## config.mk

```make
export PLATFORM = sky130hd
export DESIGN_NAME = ifc_bringup_ctrl
export DESIGN_NICKNAME = d
export VERILOG_FILES = /design/src/rtl/ifc_bringup_pkg.sv /design/src/rtl/ifc_qualify.sv /design/src/rtl/ifc_stage_timer.sv /design/src/rtl/ifc_bringup_fsm.sv /design/src/rtl/ifc_bringup_ctrl.sv
export SDC_FILE = /design/constraint.sdc
export NUM_CORES = 1
export LEC_CHECK = 0
export BUFFER_PORTS_ARGS = -buffer_cell sky130_fd_sc_hd__buf_2
export CORE_AREA = 2 2 64 66
export CTS_CLUSTER_DIAMETER = 100
export DETAILED_ROUTE_END_ITERATION = 7
export DIE_AREA = 0 0 66 68
export PLACE_DENSITY_LB_ADDON = 0.1
export RECOVER_POWER = 25
export SLEW_MARGIN = 10
export SYNTH_ARGS = -nofsm -noshare
export SYNTH_HDL_FRONTEND = slang
export SYNTH_SLANG_ARGS = --single-unit
```

## constraint.sdc

```tcl
create_clock -name clk_i -period 2.6 [get_ports clk_i]
set_input_delay 0.52 -clock clk_i [delete_from_list [all_inputs] [get_ports clk_i]]
set_output_delay 0.52 -clock clk_i [all_outputs]
set_load 0.005 [all_outputs]
```

## src/rtl/ifc_bringup_pkg.sv

```systemverilog
package ifc_bringup_pkg;

  typedef enum logic [3:0] {
    ST_OFF,
    ST_RAILS,
    ST_HOLD,
    ST_ISO,
    ST_IDLE_WAIT,
    ST_PROBE_GO,
    ST_PROBE_WAIT,
    ST_GRANT,
    ST_RETRY,
    ST_FAIL,
    ST_SD_GRANT,
    ST_SD_RST
  } bu_state_e;

  typedef struct packed {
    logic oe;
    logic rst_n;
    logic start;
    logic grant;
    logic unavail;
  } bu_out_t;

endpackage

```

## src/rtl/ifc_qualify.sv

```systemverilog
// Input is valid only after STABLE_CYC consecutive high samples; drops at once.
module ifc_qualify #(
  parameter int STABLE_CYC = 16
) (
  input  logic clk_i,
  input  logic rst_ni,
  input  logic raw_i,
  output logic valid_o
);
  localparam int CW = $clog2(STABLE_CYC + 1);
  localparam logic [CW-1:0] FULL = CW'(STABLE_CYC);

  logic [CW-1:0] cnt_q;

  always_ff @(posedge clk_i or negedge rst_ni) begin
    if (!rst_ni)           cnt_q <= '0;
    else if (!raw_i)       cnt_q <= '0;
    else if (cnt_q != FULL) cnt_q <= cnt_q + 1'b1;
  end

  assign valid_o = raw_i && (cnt_q == FULL);
endmodule

```

## src/rtl/ifc_stage_timer.sv

```systemverilog
// Counts cycles spent in the current state; saturates.
module ifc_stage_timer #(
  parameter int TW = 11
) (
  input  logic          clk_i,
  input  logic          rst_ni,
  input  logic          clr_i,
  output logic [TW-1:0] cnt_o
);
  always_ff @(posedge clk_i or negedge rst_ni) begin
    if (!rst_ni)          cnt_o <= '0;
    else if (clr_i)       cnt_o <= '0;
    else if (~&cnt_o)     cnt_o <= cnt_o + 1'b1;
  end
endmodule

```

## src/rtl/ifc_bringup_fsm.sv

```systemverilog
module ifc_bringup_fsm
  import ifc_bringup_pkg::*;
#(
  parameter int TMO_CYC      = 1024,
  parameter int RST_HOLD_CYC = 8,
  parameter int MAX_RETRY    = 3,
  parameter int TW           = 11
) (
  input  logic          clk_i,
  input  logic          rst_ni,
  input  logic          pwr_req_i,
  input  logic          env_ok_i,
  input  logic          bus_idle_i,
  input  logic          probe_done_i,
  input  logic          probe_ok_i,
  input  logic [TW-1:0] tcnt_i,
  output logic          tclr_o,
  output bu_out_t       out_o
);
  localparam int RW = $clog2(MAX_RETRY + 1);
  localparam logic [TW-1:0] TMO_LAST  = TW'(TMO_CYC - 1);
  localparam logic [TW-1:0] HOLD_LAST = TW'(RST_HOLD_CYC - 1);
  localparam logic [RW-1:0] RETRY_MAX = RW'(MAX_RETRY);

  bu_state_e state_q, state_d;
  logic [RW-1:0] retry_q, retry_d;
  logic live, powered, fail;

  // states that hold any part of the interface open
  assign live = state_q inside {ST_HOLD, ST_ISO, ST_IDLE_WAIT, ST_PROBE_GO,
                                ST_PROBE_WAIT, ST_GRANT, ST_RETRY,
                                ST_SD_GRANT, ST_SD_RST};
  assign powered = state_q inside {ST_ISO, ST_IDLE_WAIT, ST_PROBE_GO,
                                   ST_PROBE_WAIT, ST_GRANT, ST_RETRY};

  always_comb begin
    fail = 1'b0;
    if (state_q == ST_IDLE_WAIT && !bus_idle_i && tcnt_i == TMO_LAST) fail = 1'b1;
    if (state_q == ST_PROBE_WAIT &&
        ((probe_done_i && !probe_ok_i) || (!probe_done_i && tcnt_i == TMO_LAST)))
      fail = 1'b1;
  end

  always_comb begin
    state_d = state_q;
    retry_d = retry_q;
    if (live && !env_ok_i) begin
      state_d = ST_RAILS;
    end else if (powered && !pwr_req_i) begin
      state_d = ST_SD_GRANT;
    end else if (fail) begin
      if (retry_q < RETRY_MAX) begin
        state_d = ST_RETRY;
        retry_d = retry_q + 1'b1;
      end else begin
        state_d = ST_FAIL;
      end
    end else begin
      unique case (state_q)
        ST_OFF:        if (pwr_req_i) state_d = ST_RAILS;
        ST_RAILS: begin
          retry_d = '0;
          if (!pwr_req_i)    state_d = ST_OFF;
          else if (env_ok_i) state_d = ST_HOLD;
        end
        ST_HOLD:       state_d = pwr_req_i ? ST_ISO : ST_OFF;
        ST_ISO:        state_d = ST_IDLE_WAIT;
        ST_IDLE_WAIT:  if (bus_idle_i) state_d = ST_PROBE_GO;
        ST_PROBE_GO:   state_d = ST_PROBE_WAIT;
        ST_PROBE_WAIT: if (probe_done_i && probe_ok_i) state_d = ST_GRANT;
        ST_GRANT:      ;
        ST_RETRY:      if (tcnt_i == HOLD_LAST) state_d = ST_IDLE_WAIT;
        ST_FAIL:       if (!pwr_req_i) state_d = ST_OFF;
        ST_SD_GRANT:   state_d = ST_SD_RST;
        ST_SD_RST:     state_d = ST_OFF;
        default:       state_d = ST_OFF;
      endcase
    end
  end

  always_ff @(posedge clk_i or negedge rst_ni) begin
    if (!rst_ni) begin
      state_q <= ST_OFF;
      retry_q <= '0;
    end else begin
      state_q <= state_d;
      retry_q <= retry_d;
    end
  end

  assign tclr_o = (state_d != state_q);

  always_comb begin
    out_o = '0;
    unique case (state_q)
      ST_ISO, ST_RETRY, ST_SD_RST:          out_o.oe = 1'b1;
      ST_IDLE_WAIT, ST_PROBE_WAIT, ST_SD_GRANT: begin
        out_o.oe    = 1'b1;
        out_o.rst_n = 1'b1;
      end
      ST_PROBE_GO: begin
        out_o.oe    = 1'b1;
        out_o.rst_n = 1'b1;
        out_o.start = 1'b1;
      end
      ST_GRANT: begin
        out_o.oe    = 1'b1;
        out_o.rst_n = 1'b1;
        out_o.grant = 1'b1;
      end
      ST_FAIL: out_o.unavail = 1'b1;
      default: out_o = '0;
    endcase
  end
endmodule

```

## src/rtl/ifc_bringup_ctrl.sv

```systemverilog
module ifc_bringup_ctrl
  import ifc_bringup_pkg::*;
#(
  parameter int STABLE_CYC   = 16,
  parameter int TMO_CYC      = 1024,
  parameter int RST_HOLD_CYC = 8,
  parameter int MAX_RETRY    = 3
) (
  input  logic clk_i,
  input  logic rst_ni,
  input  logic pwr_req_i,
  input  logic rail_a_good_i,
  input  logic rail_b_good_i,
  input  logic present_i,
  input  logic bus_idle_i,
  input  logic probe_done_i,
  input  logic probe_ok_i,
  output logic xlat_oe_o,
  output logic periph_rst_no,
  output logic probe_start_o,
  output logic grant_o,
  output logic unavail_o
);
  localparam int NQ   = 3;
  localparam int TMAX = (TMO_CYC > RST_HOLD_CYC) ? TMO_CYC : RST_HOLD_CYC;
  localparam int TW   = $clog2(TMAX + 1);

  logic [NQ-1:0] raw, qual;
  logic [TW-1:0] tcnt;
  logic          tclr;
  bu_out_t       outs;

  assign raw = {present_i, rail_b_good_i, rail_a_good_i};

  for (genvar g = 0; g < NQ; g++) begin : g_qual
    ifc_qualify #(.STABLE_CYC(STABLE_CYC)) u_qual (
      .clk_i  (clk_i),
      .rst_ni (rst_ni),
      .raw_i  (raw[g]),
      .valid_o(qual[g])
    );
  end

  ifc_stage_timer #(.TW(TW)) u_timer (
    .clk_i (clk_i),
    .rst_ni(rst_ni),
    .clr_i (tclr),
    .cnt_o (tcnt)
  );

  ifc_bringup_fsm #(
    .TMO_CYC     (TMO_CYC),
    .RST_HOLD_CYC(RST_HOLD_CYC),
    .MAX_RETRY   (MAX_RETRY),
    .TW          (TW)
  ) u_fsm (
    .clk_i       (clk_i),
    .rst_ni      (rst_ni),
    .pwr_req_i   (pwr_req_i),
    .env_ok_i    (&qual),
    .bus_idle_i  (bus_idle_i),
    .probe_done_i(probe_done_i),
    .probe_ok_i  (probe_ok_i),
    .tcnt_i      (tcnt),
    .tclr_o      (tclr),
    .out_o       (outs)
  );

  assign xlat_oe_o     = outs.oe;
  assign periph_rst_no = outs.rst_n;
  assign probe_start_o = outs.start;
  assign grant_o       = outs.grant;
  assign unavail_o     = outs.unavail;
endmodule

```

==> results.yml, run 1 <==
clocking:
  post-cts-setup-buffers: 0
  htree_levels: 2
  cts_buffers: 5
  hold_buffers: 0
  clock-sinks: 32
  clockRootBuffer: "clkbuf_8"
  clk_pin_slew_worst_paths_ps: 70
  ctsLongestPathBuffers: 2
  cts_tree: "yes"
  clkLatencyLatePin_ps: 280
yosys:
  synth_warnings: 0
  syn-num-nets: 248
  ys_seq_elements: 32
  yosys.area.top_type: "dfrtp_1"
  synthCells: 231
  synth_edf_count: 0
  synth_top_flop_cell: "dfrtp_1"
  synth_cell_types: 55
  netlist_top_cells_area: "dfrtp_1, ha_1, xnor2_1"
  netlist_area_sq_mm: 0.00219
  postSynth.asyncResetShare_pct: 100
  synth.top_cell.area_share_pct: 36.5
  seq_area_frac_synth_pct: 36.5
  syn_avg_cell_area_sq_um: 9.50
detailed_routing:
  drt-initial-drc-count: 132
  first_pass_iters: 4
  routed_wl_um: 4520
  ant_nets: 0
  vias_per_cell: 5.62
  drc: 0
  via_count: 1764
  routedWlPerCell_um: 14.4
timing:
  whs_ps: 512
  worst_pin_slew_ps: 1690
  post-route-min-period_ps: 2510
  fmax_mhz: 398
  drv_slew: 33
  hold_viol_final: 0
  timing.clock.skew_ps: 7.47
  slew_headroom_pct: -12.5
  setup-violations-final: 0
  fin_crit_sh_pct: 96.6
finish:
  layout_common_cells: "dfrtp_1, nand2_1, buf_4"
  fill_cells: 333
  area_growth_pct: 15.8
  diodes: 0
  nets: 281
  drive_gt1_share_pct: 23.5
  final_common_cell: "dfrtp_1"
  register_area_sq_um: 801
  multiInputGateArea_sq_mm: 0.00135
setup_path:
  r2r-start: "g_qual[1].u_qual.cnt_q[0]"
  path_delay_family: "simple AND/OR/NAND/NOR gates"
  r2r_slack_ps: 90
  critPathLaunch: "g_qual[1].u_qual.cnt_q[0]"
  worstPathArrival_ps: 2710
  start_kind: "register"
  path_buf_inv: 2
  crit_slowest_cell: "or4_4"
  max_stage_delay_ps: 550
  worstPathRequired_ps: 2800
  worstSetupEndpointType: "register"
  worstPathMaxFanout: 11
  ff2ff_path_depth: 10
  path_cells: "inv_1 > ha_2 > nand4bb_4 > or4_4 > o21a_4 > a311o_1 > mux2i_1 > o21ai_1 > buf_6 > nor3_1"
  path_class: "register to register"
  r2r-end: "u_timer.cnt_o[0]"
global_routing:
  grt_pass1_wl_um: 7470
  gr-total-overflow: 0
  grt_pass1_vias: 1614
  track_usage_pct: 21.6
  grt_max_degree: 33
  antenna_found_initial: 0
floorplanning:
  core_area_sq_mm: 0.00386
  ios: 14
  dieArea_sq_mm: 0.00449
  die_height_um: 68
  start_util_pct: 56.9
  rows: 23
  dieWidth_um: 66
power:
  power.density_mw_per_mm2: 907
  vdd_drop_max_uv: 439
  cellLeakagePower_nw: 1.12
  design_power_total_mw: 2.31
placed_design:
  io_buffers: 13
  gp_congestion: 0.920
  dpl.hpwl_um: 3250
worst_hold_path:
  min_to: "u_fsm.retry_q[1]"
  holdCritStartpoint: "u_fsm.retry_q[1]"
  hold_depth: 1
  hp-class: "register to register"
outcome:
  status: "complete, but fails checks"
  violations: "capacitance limit, slew limit"
job:
  cap_viol_max_count: 1
worst max path at each step:
| stage | endpoint | slack, ps | cells after the start |
|---|---|---|---|
| floorplan | u_timer.cnt_o[8] | 170 | 9 |
| global placement | u_timer.cnt_o[8] | 100 | 9 |
| detailed placement | u_timer.cnt_o[8] | 30 | 9 |
| CTS | u_timer.cnt_o[8] | 10 | 9 |
| global route | u_timer.cnt_o[0] | -10 | 10 |
| finish | u_timer.cnt_o[0] | 90 | 10 |
layer usage:
metal	wire length (um)	GRT usage, %
met1	2160	28.9
met4	40	6.38
met3	171	4.61
met2	2160	35.6
met5	0	0
area by class of cell:
type	instances	area share, %
multi-input combinational	184	53.2
sequential	32	31.5
timing repair buffer	32	8.27
clock buffer	5	2.71
tap	50	2.46
inverter	9	1.33
clock inverter	2	0.492
what timing repair did:
item                                    in CTS  in global routing
gates resized for setup                      0                  6
endpoints found under the setup margin       0                 11
hold endpoints to repair                     0                  0
where the power goes:
group	total (mW)	internal, mW	switching, mW	leakage, nW
Sequential	0.588	0.554	0.0343	0.434
Clock	0.357	0.181	0.176	0.0400
Combinational	1.36	0.522	0.838	0.644
state kept, by name, indices dropped and copies added, names as in the netlist:
signal,cells
u_timer.cnt_o,11
u_fsm.retry_q,2
u_fsm.state_q,4
g_qual.u_qual.cnt_q,15
through the flow:
step / TNS [ps] / std cells / utilization [%] / area [sq um] / setup slack, ps
2_1_floorplan: 0 / 231 / - / 2190 / 170
3_3_place_gp: 0 / 306 / 63.0 / 2430 / 95.6
3_5_place_dp: 0 / 306 / 63.0 / 2430 / 30.2
4_1_cts: 0 / 313 / 65.1 / 2510 / 12.9
5_1_grt: -96.0 / 314 / 65.9 / 2540 / -14.7
6_report: 0 / 314 / 65.9 / 2540 / 88.3
logic make-up (layout without fill, tap and decap cells):
family / after synthesis / after routing / synth area share [%]
fa+ha+maj: 8 / 8 / 4.56
flops: 32 / 32 / 36.5
simple gates: 111 / 112 / 32.1
mux: 9 / 9 / 4.22
xor+xnor: 17 / 17 / 6.78
buf+inv: 16 / 48 / 3.19
compound gates: 38 / 38 / 12.7
cell usage after synthesis, types with 6 or more instances:
master / n
dfrtp_1: 32
nand2_1: 23
nor2_1: 13
and2_1: 10
nand3_1: 10
xnor2_1: 10
inv_1: 9
a21oi_1: 8
ha_1: 8
nand2b_1: 8
nor3_2: 8
o21ai_0: 8
and3_1: 7
mux2i_1: 7
xor2_1: 7
nor3_1: 6
Power figures use the tool's default switching activity.
==> run 2: changes to the inputs <==
--- a/config.mk
+++ b/config.mk
@@ -7,6 +7,7 @@
 export LEC_CHECK = 0
 export BUFFER_PORTS_ARGS = -buffer_cell sky130_fd_sc_hd__buf_2
 export CORE_AREA = 2 2 64 66
+export CTS_BUF_LIST = sky130_fd_sc_hd__clkbuf_16
 export CTS_CLUSTER_DIAMETER = 100
 export DETAILED_ROUTE_END_ITERATION = 7
 export DIE_AREA = 0 0 66 68
==> results.yml, run 2 (synthesis gave the netlist of run 1 again) <==
clocking:
  clkLatencyLatePin_ps: 270
  clock-sinks: 32
  htree_levels: 2
  post-cts-setup-buffers: 0
  cts_tree: "yes"
  clockRootBuffer: "clkbuf_16"
  ctsLongestPathBuffers: 2
  hold_buffers: 0
  clk_pin_slew_worst_paths_ps: 50
  cts_buffers: 5
timing:
  slew_headroom_pct: -14.0
  hold_viol_final: 0
  worst_pin_slew_ps: 1710
  drv_slew: 33
  post-route-min-period_ps: 2510
  fin_crit_sh_pct: 96.5
  timing.clock.skew_ps: 4.11
  fmax_mhz: 399
  setup-violations-final: 0
finish:
  final_common_cell: "dfrtp_1"
  area_growth_pct: 18.6
  largest-register: "g_qual.u_qual.cnt_q"
  drive_gt1_share_pct: 23.5
  layout_common_cells: "dfrtp_1, nand2_1, buf_4"
  nets: 281
  top_regs: "g_qual.u_qual.cnt_q: 15 flops, u_timer.cnt_o: 11 flops, u_fsm.state_q: 4 flops"
  post-route-util_pct: 67.5
  diodes: 0
  largest_reg_flops: 15
  final_cells: 314
setup_path:
  worstPathRequired_ps: 2790
  worstPathArrival_ps: 2700
  start_kind: "register"
  worstPathMaxFanout: 11
  worstSetupEndpointType: "register"
  path_class: "register to register"
placed_design:
  gp_congestion: 0.920
  dpl.hpwl_um: 3250
  io_buffers: 13
  dp_cells: 306
detailed_routing:
  drt-initial-drc-count: 109
  routed_wl_um: 4690
  routedWlPerCell_um: 14.9
  vias_per_cell: 5.69
  ant_nets: 0
  first_pass_iters: 4
  via_count: 1788
  drc: 0
floorplanning:
  rows: 23
  die_height_um: 68
  core_area_sq_mm: 0.00386
  dieArea_sq_mm: 0.00449
  dieWidth_um: 66
  ios: 14
  start_util_pct: 56.9
global_routing:
  grt_pass1_vias: 1618
  grt_pass1_wl_um: 7560
  grt_max_degree: 33
  gr-total-overflow: 0
  antenna_found_initial: 0
  track_usage_pct: 22.2
outcome:
  status: "complete, but fails checks"
  violations: "capacitance limit, slew limit"
power:
  cellLeakagePower_nw: 1.14
  design_power_total_mw: 2.52
  vdd_drop_max_uv: 725
  power.density_mw_per_mm2: 967
job:
  cap_viol_max_count: 1
worst_hold_path:
  hp-class: "register to register"
[run 2: cell count changes in the layout (fill, tap and decap cells not counted)]
cell | before | now
clkbuf_16 | 0 | 5
clkbuf_8 | 5 | 0
nand2_2 | 1 | 0
nand2_4 | 1 | 2
[run 2: cell type report]
cell class / instances / area (sq um)
Tap cell: 50 / 62.6
Sequential cell: 32 / 801
Fill cell: 315 / 1250
Inverter: 9 / 33.8
Clock inverter: 2 / 12.5
Timing Repair Buffer: 32 / 210
Clock buffer: 5 / 125
Multi-Input combinational cell: 184 / 1360
[run 2: timing repair]
item / in CTS / in global routing
hold endpoints to repair: 0 / 0
setup endpoints to repair: 0 / 11
resized for setup: 0 / 7
[run 2: worst paths after layout]
kind | to | slack, ps | depth (start not counted) | startpoint
max | u_timer.cnt_o[9] | 90 | 10 | g_qual[1].u_qual.cnt_q[0]
min | u_fsm.retry_q[1] | 510 | 1 | u_fsm.retry_q[1]
max in group asynchronous | u_fsm.state_q[2] | 920 | 1 | rst_ni
min in group asynchronous | g_qual[0].u_qual.cnt_q[0] | 690 | 1 | rst_ni
max reg2reg | u_timer.cnt_o[9] | 90 | 10 | g_qual[1].u_qual.cnt_q[0]
min reg2reg | u_fsm.retry_q[1] | 510 | 1 | u_fsm.retry_q[1]
[run 2: power by group]
group          total, mW  leakage, nW  internal, mW  switching [mW]
clock network      0.546       0.0657         0.346           0.200
registers          0.589        0.434         0.555          0.0335
logic               1.38        0.645         0.530           0.853
[run 2: metal layers]
| layer | vias to the layer above | routed length (um) | GRT usage [%] |
|---|---|---|---|
| li1 | 884 | - | - |
| met1 | 852 | 2130 | 28.8 |
| met2 | 48 | 2340 | 36.9 |
| met3 | 4 | 188 | 5.59 |
| met4 | 0 | 40 | 7.14 |
| met5 | - | 0 | 0 |
[run 2: metrics by stage]
stage / cell area (sq um) / setup WS [ps] / hold slack (ps) / setup TNS, ps
after floorplan: 2190 / 170 / 224 / 0
after global placement: 2430 / 95.6 / 492 / 0
after detailed placement: 2430 / 30.2 / 498 / 0
after CTS: 2570 / 16.5 / 327 / 0
after global routing: 2600 / -15.3 / 516 / -67.3
final: 2600 / 91.2 / 511 / 0
[run 2: critical path, cell delays in order (launching register included)]
cell and delay (ps):
dfrtp_1 370, inv_1 80, ha_2 210, nand4bb_4 120, or4_4 550, o21a_4 170
a311o_1 330, mux2i_1 140, o21ai_1 100, buf_6 170, nor3_2 190
==> run 3: changes to the inputs <==
--- a/config.mk
+++ b/config.mk
@@ -5,12 +5,13 @@
 export SDC_FILE = /design/constraint.sdc
 export NUM_CORES = 1
 export LEC_CHECK = 0
+export ABC_AREA = 1
 export BUFFER_PORTS_ARGS = -buffer_cell sky130_fd_sc_hd__buf_2
-export CORE_AREA = 2 2 64 66
+export CORE_AREA = 2 2 62 64
 export CTS_BUF_LIST = sky130_fd_sc_hd__clkbuf_16
 export CTS_CLUSTER_DIAMETER = 100
 export DETAILED_ROUTE_END_ITERATION = 7
-export DIE_AREA = 0 0 66 68
+export DIE_AREA = 0 0 64 66
 export PLACE_DENSITY_LB_ADDON = 0.1
 export RECOVER_POWER = 25
 export SLEW_MARGIN = 10
==> results.yml, run 3 <==
finish:
  register_area_sq_um: 801
  final_common_cell: "nand2_1"
  final_area_sq_mm: 0.00233
  diodes: 0
  area_growth_pct: 13.0
  final_cells: 350
  drive_gt1_share_pct: 16.9
  multiInputGateArea_sq_mm: 0.00108
  top_regs: "g_qual.u_qual.cnt_q: 15 flops, u_timer.cnt_o: 11 flops, u_fsm.state_q: 4 flops"
  largest_reg_flops: 15
  fill_cells: 303
  post-route-util_pct: 65.8
  largest-register: "g_qual.u_qual.cnt_q"
  nets: 318
  layout_common_cells: "nand2_1, inv_1, nor2_1"
floorplanning:
  rows: 22
  dieWidth_um: 64
  die_height_um: 66
  dieArea_sq_mm: 0.00422
  core_area_sq_mm: 0.00355
  start_util_pct: 58.2
  ios: 14
clocking:
  cts_tree: "yes"
  clkLatencyLatePin_ps: 270
  clock-sinks: 32
  post-cts-setup-buffers: 0
  clockRootBuffer: "clkbuf_16"
  cts_buffers: 5
  post_cts_resized: 0
  htree_levels: 2
  hold_buffers: 0
  clk_pin_slew_worst_paths_ps: 50
  ctsLongestPathBuffers: 2
timing:
  drv_slew: 33
  setup_ws_ps: 267
  slew_headroom_pct: -14.0
  setup-violations-final: 0
  setup_tns_ps: 0
  whs_ps: 504
  post-route-min-period_ps: 2330
  worst_pin_slew_ps: 1710
  timing.clock.skew_ps: 2.95
  grt_setup_unrepaired: "false"
  hold_viol_final: 0
  fmax_mhz: 429
  fin_crit_sh_pct: 89.7
yosys:
  synthCells: 283
  yosys.area.top_type: "dfrtp_1"
  synth_edf_count: 0
  seq_area_frac_synth_pct: 38.8
  syn-num-nets: 300
  yosysMostFrequentCell: "nand2_1"
  synth_warnings: 0
  netlist_top_cells_count: "nand2_1, inv_1, nor2_1"
  synth_cell_types: 28
  ys_seq_elements: 32
  netlist_top_cells_area: "dfrtp_1, nand2_1, nand3_1"
  postSynth.asyncResetShare_pct: 100
  synth.top_cell.area_share_pct: 38.8
  netlist_area_sq_mm: 0.00207
  syn_avg_cell_area_sq_um: 7.30
  synth_top_flop_cell: "dfrtp_1"
power:
  vdd_drop_max_uv: 384
  power.density_mw_per_mm2: 704
  cellLeakagePower_nw: 1.23
  design_power_total_mw: 1.64
setup_path:
  path_cells: "inv_1 > ha_1 > nand2_1 > inv_1 > nand2_1 > nor2_1 > nand2_1 > nand2_2 > nand2_2 > nor2_2 > nand2_1 > nand2_1 > nand2_1 > nor2_2 > nand3_2 > nor2_2"
  worstPathRequired_ps: 2800
  path_class: "register to register"
  path_delay_family: "simple AND/OR/NAND/NOR gates"
  cpMostUsedCell: "nand2_1"
  worstPathArrival_ps: 2530
  worstSetupEndpointType: "register"
  worstPathMaxFanout: 11
  start_kind: "register"
  crit_slowest_cell: "dfrtp_1"
  path_buf_inv: 2
  max_stage_delay_ps: 390
detailed_routing:
  drt-initial-drc-count: 128
  vias_per_cell: 5.02
  ant_nets: 0
  via_count: 1757
  wl_met3_um: 163
  met1_length_um: 1890
  routed_wl_um: 4060
  highest_layer: "met4"
  first_pass_iters: 4
  routedWlPerCell_um: 11.6
  drc: 0
  wl_met2_um: 1970
global_routing:
  track_usage_pct: 21.4
  grt_pass1_wl_um: 6850
  antenna_found_initial: 0
  grt_max_degree: 33
  grt_pass1_vias: 1599
  gr-total-overflow: 0
outcome:
  status: "complete, but fails checks"
  violations: "capacitance limit, slew limit"
placed_design:
  dp_cells: 342
  gp_congestion: 0.916
  post-place-ws_ps: 279
  placedInstanceArea_sq_mm: 0.00217
  dpl.hpwl_um: 3000
  io_buffers: 13
job:
  cap_viol_max_count: 1
worst_hold_path:
  hp-class: "register to register"
## run 3: final cells by class
class	instances	area share [%]
well taps	48	2.57
inverters	43	6.91
clock buffers	5	5.36
repair buffers	13	2.73
flip-flops and latches	32	34.3
multi-input cells	206	46.5
clock inverters	3	1.66
## run 3: cells by family (layout without fill, tap and decap cells)
logic type | count (synthesis) | in the layout | synth area share, %
xor gates and xnor gates | 9 | 9 | 3.82
and+or+nand+nor | 160 | 160 | 35.9
muxes | 1 | 1 | 0.485
DFF | 32 | 32 | 38.8
buffers and inverters | 45 | 64 | 8.72
AOI/OAI and AO/OA | 28 | 28 | 7.51
adders and majority gates | 8 | 8 | 4.85
## run 3: layer usage
layer | track usage (%) | vias to the layer above
met5 | 0 | -
met4 | 8.15 | 0
met3 | 5.28 | 4
met2 | 36.7 | 38
met1 | 25.8 | 784
li1 | - | 931
## run 3: worst reg2reg max path, cell delays in order, from the launching register on
cell and delay [ps]:
dfrtp_1 390, inv_1 100, ha_1 150, nand2_1 50, inv_1 40, nand2_1 130, nor2_1 180, nand2_1 90
nand2_2 150, nand2_2 80, nor2_2 100, nand2_1 80, nand2_1 70, nand2_1 60, nor2_2 120, nand3_2 280
nor2_2 180
## run 3: power breakdown
group          switching (mW)  internal (mW)  leakage (nW)  total, mW
registers              0.0542          0.538         0.435      0.592
clock network           0.200          0.446        0.0850      0.645
logic                   0.282          0.123         0.711      0.405
## run 3: path summary, 6_finish.rpt
path | from | to | slack, ps | cells after the start
min in group asynchronous | rst_ni | g_qual[0].u_qual.cnt_q[2] | 690 | 1
max | g_qual[0].u_qual.cnt_q[0] | u_timer.cnt_o[3] | 270 | 16
min | u_fsm.retry_q[0] | u_fsm.retry_q[0] | 500 | 1
min reg2reg | u_fsm.retry_q[0] | u_fsm.retry_q[0] | 500 | 1
max reg2reg | g_qual[0].u_qual.cnt_q[0] | u_timer.cnt_o[3] | 270 | 16
max in group asynchronous | rst_ni | g_qual[2].u_qual.cnt_q[0] | 920 | 1
